**src/rtl/bin2bcd_pkg.sv**
```systemverilog
package bin2bcd_pkg;
  localparam int unsigned CELL_W = 6;
  localparam int unsigned STEP_W = 2;
  localparam int unsigned DIG_W  = 4;

  function automatic longint unsigned pow10(input int unsigned k);
    longint unsigned r = 1;
    for (int unsigned i = 0; i < k; i++) r = r * 10;
    return r;
  endfunction

  // decimal digits needed for an unsigned word of width w
  function automatic int unsigned num_digits(input int unsigned w);
    longint unsigned m = (64'd1 << w) - 1;
    int unsigned n = 1;
    for (int i = 0; i < 20; i++) begin
      if (m >= 10) begin
        m = m / 10;
        n++;
      end
    end
    return n;
  endfunction

  // largest value digit j can take for any word of width bits
  function automatic int unsigned digit_max(input int unsigned bits, input int unsigned j);
    longint unsigned m = (64'd1 << bits) - 1;
    if (m >= pow10(j + 1)) return 9;
    return int'(m / pow10(j));
  endfunction

  // position overflows a decimal digit once STEP_W bits are shifted in
  function automatic bit needs_cell(input int unsigned bits, input int unsigned j);
    return ((digit_max(bits, j) << STEP_W) + ((1 << STEP_W) - 1)) >= 10;
  endfunction
endpackage

```
**src/rtl/bcd6_cell.sv**
```systemverilog
module bcd6_cell (
  input  logic [5:0] val_i,
  output logic [3:0] ones_o,
  output logic [2:0] tens_o
);
  logic [4:0] half_rem;

  always_comb begin
    tens_o = 3'd0;
    for (int t = 1; t <= 6; t++) begin
      if (val_i >= 6'(10 * t)) tens_o = 3'(t);
    end
    // bit 0 is untouched by removing multiples of ten
    half_rem    = val_i[5:1] - {tens_o, 2'b00} - {2'b00, tens_o};
    ones_o[0]   = val_i[0];
    ones_o[3:1] = half_rem[2:0];
  end

  always_comb begin
    AST_CELL_ONES: assert (ones_o <= 4'd9) else $error("cell ones out of range");
    AST_CELL_REM: assert (half_rem[4:3] == 2'b00) else $error("cell remainder wide");
    AST_CELL_TENS: assert (tens_o <= 3'd6) else $error("cell tens out of range");
  end
endmodule

```
**src/rtl/bcd_stage.sv**
```systemverilog
module bcd_stage #(
  parameter int unsigned DIG_N = 5,
  parameter int unsigned PRE_W = 6
) (
  input  logic [4*DIG_N-1:0] dig_i,
  input  logic [1:0]         bits_i,
  output logic [4*DIG_N-1:0] dig_o,
  output logic [1:0]         carry_o
);
  logic [2*(DIG_N+1)-1:0] cy;

  assign cy[1:0] = bits_i;

  for (genvar j = 0; j < DIG_N; j++) begin : g_pos
    if (bin2bcd_pkg::needs_cell(PRE_W, j)) begin : g_cell
      logic [3:0] ones;
      logic [2:0] tens;
      bcd6_cell u_cell (
        .val_i  ({dig_i[4*j +: 4], cy[2*j +: 2]}),
        .ones_o (ones),
        .tens_o (tens)
      );
      assign dig_o[4*j +: 4]     = ones;
      assign cy[2*(j+1) +: 2]    = tens[1:0];
      always_comb begin
        AST_TENS_FITS: assert (tens[2] == 1'b0) else $error("row carry exceeds 3");
      end
    end else begin : g_wire
      assign dig_o[4*j +: 4]     = {dig_i[4*j +: 2], cy[2*j +: 2]};
      assign cy[2*(j+1) +: 2]    = 2'b00;
      always_comb begin
        AST_WIRE_SMALL: assert (dig_i[4*j+2 +: 2] == 2'b00) else $error("pruned digit too large");
      end
    end
  end

  assign carry_o = cy[2*DIG_N +: 2];
endmodule

```
**src/rtl/bin2bcd_array.sv**
```systemverilog
module bin2bcd_array #(
  parameter int unsigned DATA_W = 16
) (
  input  logic [DATA_W-1:0]                                    bin_i,
  output logic [4*bin2bcd_pkg::num_digits(DATA_W)-1:0]         bcd_o
);
  import bin2bcd_pkg::*;

  localparam int unsigned DIG_N = num_digits(DATA_W);
  localparam int unsigned ROW_W = DIG_W * DIG_N;
  localparam int unsigned NSTG  = (DATA_W - CELL_W) / STEP_W;
  localparam int unsigned TOP_MAX = digit_max(DATA_W, DIG_N - 1);

  logic [ROW_W-1:0] row [0:NSTG];
  logic [1:0]       stage_cy [0:NSTG];
  logic [3:0]       head_ones;
  logic [2:0]       head_tens;

  bcd6_cell u_head (
    .val_i  (bin_i[DATA_W-1 -: CELL_W]),
    .ones_o (head_ones),
    .tens_o (head_tens)
  );

  assign row[0]      = ROW_W'({head_tens, head_ones});
  assign stage_cy[0] = 2'b00;

  for (genvar s = 1; s <= NSTG; s++) begin : g_row
    bcd_stage #(
      .DIG_N (DIG_N),
      .PRE_W (CELL_W + STEP_W * (s - 1))
    ) u_stage (
      .dig_i   (row[s-1]),
      .bits_i  (bin_i[DATA_W-CELL_W-STEP_W*s +: STEP_W]),
      .dig_o   (row[s]),
      .carry_o (stage_cy[s])
    );
  end

  assign bcd_o = row[NSTG];

  always_comb begin
    for (int k = 0; k < DIG_N; k++) begin
      AST_DIGIT_VALID: assert (bcd_o[4*k +: 4] <= 4'd9) else $error("nibble above 9");
    end
    for (int s = 0; s <= NSTG; s++) begin
      AST_NO_OVERFLOW: assert (stage_cy[s] == 2'b00) else $error("carry lost off top");
    end
    AST_TOP_DIGIT: assert (bcd_o[ROW_W-1 -: 4] <= 4'(TOP_MAX)) else $error("top digit too big");
    AST_LSB_PASS: assert (bcd_o[0] == bin_i[0]) else $error("units lsb differs");
  end
endmodule

```
**config.mk**
```make
export PLATFORM = sky130hd
export DESIGN_NAME = bin2bcd_array
export DESIGN_NICKNAME = d
export VERILOG_FILES = /design/src/rtl/bin2bcd_pkg.sv /design/src/rtl/bcd6_cell.sv /design/src/rtl/bcd_stage.sv /design/src/rtl/bin2bcd_array.sv
export SDC_FILE = /design/constraint.sdc
export NUM_CORES = 1
export LEC_CHECK = 0
export BUFFER_PORTS_ARGS = -buffer_cell sky130_fd_sc_hd__clkbuf_2
export CAP_MARGIN = 10
export CORE_MARGIN = 4
export CORE_UTILIZATION = 44
export DETAILED_ROUTE_END_ITERATION = 12
export GPL_ROUTABILITY_DRIVEN = 0
export PLACE_DENSITY_LB_ADDON = 0.2
export SYNTH_ARGS = -nofsm -noshare
export SYNTH_HDL_FRONTEND = slang
export SYNTH_SLANG_ARGS = --single-unit
```
**constraint.sdc**
```tcl
create_clock -name vclk -period 30.8
set_input_delay 0 -clock vclk [all_inputs]
set_output_delay 0 -clock vclk [all_outputs]
set_load 0.02 [all_outputs]
```
== After elaboration in Yosys (flattened, before gate mapping) ==
Index checks and enable logic that the tools add are counted.

* Word-level logic and storage cells: 238
* Memories: 0
* Memory bits (writable): 0
* Register bits: 0
* Memory bits (read-only): 0
* Bits of input ports: 16
* Latch bits: 0

* Multiply operators: 0
* Bitwise gates (word level): 0
* Add/subtract/negate cells: 34
* Divide/modulo/power cells: 0
* Equality and inequality tests: 0
* Shifts and indexed selects: 0
* $lt $le $gt $ge: 102
* Mux-type cells: 102
* Reductions and logical operators: 0

{| class="wikitable"
|+ Operators by type and width
! kind !! count
|-
| $ge 6x6->1 const B || 45
|-
| $mux 3 || 83
|-
| $ge 6x5->1 const B || 30
|-
| $sub 3x3->3 || 34
|-
| $ge 6x4->1 const B || 15
|-
| $ge 4x6->1 const B || 3
|-
| $ge 5x6->1 const B || 3
|-
| $mux 1 || 17
|-
| $ge 4x5->1 const B || 2
|-
| $ge 5x5->1 const B || 2
|-
| $ge 5x4->1 const B || 1
|-
| $ge 4x4->1 const B || 1
|-
| $mux 2 || 2
|}

== Depth between registers and ports, before layout ==
* Word-level depth: 75
* Depth in mapped cells: 67
* Depth with buffers taken out: 62

== Modules after synthesis ==
A second synthesis with hierarchy kept.

* Cells, all modules: 705
* Area, all modules: 5652.9 um^2

{| class="wikitable"
|+ Modules (own cells, without submodules)
! module !! cells an instance !! area each (um^2) !! instances
|-
| bcd6_cell || 39 || 315.3 || 17
|-
| bcd_stage at g_row[2].u_stage ... || 9 || 63.8 || 2
|-
| bcd_stage at g_row[1].u_stage || 13 || 93.8 || 1
|-
| bcd_stage at g_row[4].u_stage ... || 5 || 33.8 || 2
|-
| bin2bcd_array || 1 || 3.8 || 1
|}

== Worst setup path after synthesis ==
Ideal clock, no wire load.

* Path kind: input port to output port
* From: input port bin_i[13]
* To: output port bcd_o[15] (netlist bit)
* Path slack: 16.765 ns
* Data required time: 30.800 ns
* Buffers on the path: 5
* Stages on the path: 63
* Arrival time: 14.035 ns
* Cells stage by stage: buf_4 > nor2b_1 > nor3_1 > a221oi_1 > o21ai_0 > ha_1 > inv_1 > ha_1 > nor2_1 > fa_1 > buf_1 > or4_1 > and4_1 > buf_2 > nor2_4 > inv_2 > ha_1 > inv_1 > [27 not listed] > a211oi_4 > inv_2 > ha_1 > fa_1 > or3_4 > a221oi_2 > or2_1 > buf_4 > inv_2 > o211a_1 > o31ai_1 > ha_1 > inv_1 > fa_1 > nor3b_1 > o21a_1 > a311o_1 > nor3_2

* Longest elaborated chain between the ends: 75
* Elaborated cells between the ends (all ways): 232
* Those cells by class: 28 x add/sub; 102 x order compare; 102 x mux

{| class="wikitable"
|+ RTL lines
! what !! line !! text
|-
| from (decl) || bin2bcd_array.sv:4 || <nowiki>input logic [DATA_W-1:0] bin_i,</nowiki>
|-
| $ge 6x4->1 || bcd6_cell.sv:11 || <nowiki>if (val_i >= 6'(10 * t)) tens_o = 3'(t);</nowiki>
|-
| $mux 1 || bcd6_cell.sv:11 ||
|-
| $mux 2 (2 in series) || bcd6_cell.sv:11 ||
|-
| $mux 3 (3 in series) || bcd6_cell.sv:11 ||
|-
| $sub 3x3->3 (2 in series) || bcd6_cell.sv:14 || <nowiki>half_rem = val_i[5:1] - {tens_o, 2'b00} - {2'b00, tens_o};</nowiki>
|-
| $ge 6x4->1 || bcd6_cell.sv:11 ||
|-
| $mux 1 || bcd6_cell.sv:11 ||
|-
| $mux 3 (5 in series) || bcd6_cell.sv:11 ||
|-
| [48 not listed] || n/a ||
|-
| $mux 3 / $sub 3x3->3 (equally long branches) (2 in series) || bcd6_cell.sv:11, bcd6_cell.sv:14 ||
|-
| $ge 6x4->1 || bcd6_cell.sv:11 ||
|-
| $mux 1 || bcd6_cell.sv:11 ||
|-
| $mux 3 (4 in series) || bcd6_cell.sv:11 ||
|-
| $mux 3 * || bcd6_cell.sv:11 ||
|-
| named net bcd_o, one bit || bin2bcd_array.sv:5 || <nowiki>output logic [4*bin2bcd_pkg::num_digits(DATA_W)-1:0] bcd_o</nowiki>
|-
| $sub 3x3->3 || bcd6_cell.sv:14 ||
|-
| $sub 3x3->3 * || bcd6_cell.sv:14 ||
|-
| to (decl) || bin2bcd_array.sv:5 ||
|}

Mark *: on every way through the listed nets, which the timed path passes. The rest lies on a longest branch.

== Worst setup path in the final report ==
* From: input port bin_i[13]
* To: output port bcd_o[15] (netlist bit)

* Longest elaborated chain between the ends: 75
* Elaborated cells between the ends (all ways): 232
* Those cells by class: 28 x add/sub; 102 x order compare; 102 x mux

{| class="wikitable"
|+ RTL lines
! what !! line
|-
| $ge 6x4->1 || bcd6_cell.sv:11
|-
| $mux 1 || bcd6_cell.sv:11
|-
| $mux 2 (2 in series) || bcd6_cell.sv:11
|-
| $mux 3 (3 in series) || bcd6_cell.sv:11
|-
| $sub 3x3->3 (2 in series) || bcd6_cell.sv:14
|-
| $ge 6x4->1 || bcd6_cell.sv:11
|-
| $mux 1 || bcd6_cell.sv:11
|-
| $mux 3 (5 in series) || bcd6_cell.sv:11
|-
| [44 not listed] || n/a
|-
| $mux 1 / $mux 3 (equally long branches) || bcd6_cell.sv:11
|-
| $mux 3 (3 in series) || bcd6_cell.sv:11
|-
| $mux 3 / $sub 3x3->3 (equally long branches) (2 in series) || bcd6_cell.sv:11, bcd6_cell.sv:14
|-
| $ge 6x4->1 || bcd6_cell.sv:11
|-
| $mux 1 || bcd6_cell.sv:11
|-
| $mux 3 (5 in series) || bcd6_cell.sv:11
|-
| $sub 3x3->3 || bcd6_cell.sv:14
|-
| $sub 3x3->3 * || bcd6_cell.sv:14
|}

Mark *: on every way between the ends. The rest lies on a longest branch, timed or not.

==> results.ini <==
[global_route]
grt-busiest-layer=met2
gr-usage-met1_pct=24.5
globalRouteMet3Util_pct=0.0683
grt_pass1_vias=3466
grt_pass1_wl_um=15200
antenna_found_initial=0
gr-total-overflow=0
grtUsageMet2_pct=28.3
track_usage_pct=16.4
grt_max_degree=16

[floorplan]
std_cell_rows=34
io_pins=36
initial_core_util_pct=45.0
dieArea_mm2=0.0104
fp.coreArea_mm2=0.00868
die_w_um=102
die_h_um=102

[clocking]
cts_hold_buf=0
post-cts-setup-buffers=0
ctsResizeCount=0

[synth]
ys_types=102
syn-cell-area_mm2=0.00390
syn-mean-instance-area_um2=7.23
syn_inst=540
synth-warning-count=0
syn-num-nets=602
synth_seq_area_share_pct=0

[setup_path]
max_stage_delay_ps=610
cp_max_fo=12
critPathLaunchType=primary input
cpMostUsedCell=ha_1
timing_worst_setup_path_type=in -> out
slowest_stage=fa_1
critical_path_required_ps=30800
cp_data_arrival_time_ps=15070
cp-end-kind=output pin

[outcome]
status=finished, final reports clean

[final_layout]
areaGrowthSynthToFinish_pct=5.35
stdcell_area_mm2=0.00411
seq_cells=0
final-seq-area_um2=0
antennaDiodeCount=0
nClkBuffers=0
drive_gt1_share_pct=16.0
fin_nets=619

[sta]
fmax_ghz=0.0664
rsz0062_at_grt=no
finalSetupTns_ps=0
tightest_slew_ps=846
setup_viol=0
layout_min_cycle_time_ps=15070
hold_viol=0
slew_viol_final=0
slew_headroom_pct=42.9
fin_crit_sh_pct=48.9

[routing]
drt_iter0_drc=243
drt_pass1_iterations=5
wire_per_inst_um=13.0
finalWirelength_um=8600
drt-vias-per-instance=5.89
drc=0
ant_nets=0
vias=3903

[placed_design]
port_buffers=34
postPlaceCellArea_mm2=0.00411
hpwl_um=7110

[flow_run]
drv_cap=0

[min_path]
hold_path_class=in -> out

==> cell usage after synthesis, types with 10 or more instances <==
cell       n  area, um2
a21oi_1   36        180
clkbuf_1  11       41.3
fa_1      16        320
ha_1      30        375
inv_1     59        221
mux2i_1   13        130
nand2_1   36        135
nand3_1   20        100
nor2_1    41        154
nor3_1    22        110
o211ai_1  11       82.6
o21ai_0   25        125
xnor2_1   12        105
xor2_1    10       87.6
==> layout make-up <==
type	count	area [um2]
Inverter	65	246
Fill cell	882	4570
Tap cell	108	135
Multi-Input combinational cell	455	3550
Timing Repair Buffer	35	178
==> worst max-delay path, delay by kind of cell <==
kind | cells | cell delay, ps
and+or+nand+nor | 20 | 5070
adders and majority gates | 15 | 4920
AOI/OAI and AO/OA | 12 | 3280
buffers and inverters | 11 | 1120
muxes | 1 | 410
xor gates and xnor gates | 1 | 230
==> logic make-up (layout without fill, tap and decap cells) <==
kind of cell	count (synthesis)	count (layout)	synth area share, %
AO/OA/AOI/OAI	163	163	33.1
XOR/XNOR	24	24	5.77
adder cells (fa/ha/maj)	51	51	19.1
buffers and inverters	85	100	8.98
multiplexers	18	18	5.07
AND/OR/NAND/NOR	199	199	28.0
==> final timing paths <==
kind,from,end,slack [ps],cells after the start
worst max-delay path,bin_i[13],bcd_o[15],15730,60
worst min-delay path,bin_i[0],bcd_o[0],0.009,0
==> cells in the final DEF (no fill, tap or decap), types with 12 or more instances in the layout <==
cell type	n
o21ai_0	25
fa_1	16
nand3_1	20
nor2_1	41
mux2i_1	13
inv_1	59
nor3_1	22
a21oi_1	36
ha_1	30
nand2_1	36
xnor2_1	12
clkbuf_2	34
==> per-stage QoR <==
stage	setup WS (ps)	util [%]	cells	hold WS (ps)
detailed placement	15710	47.4	663	0.236
CTS	15700	47.4	663	0.236
global placement	16030	47.4	663	0.236
finish	15730	47.4	663	0.00881
floorplan	16760	-	540	113
global route	14580	47.4	663	0.0322
==> routing by layer <==
layer,vias to the layer above,share of wire (%)
li1,2034,-
met1,1817,52
met2,52,45
met3,0,2.3
met4,0,0
met5,-,0
Power is left out: the tool's default activity adds up to more than one toggle a clock period on the data nets, which glitch-free logic cannot reach.
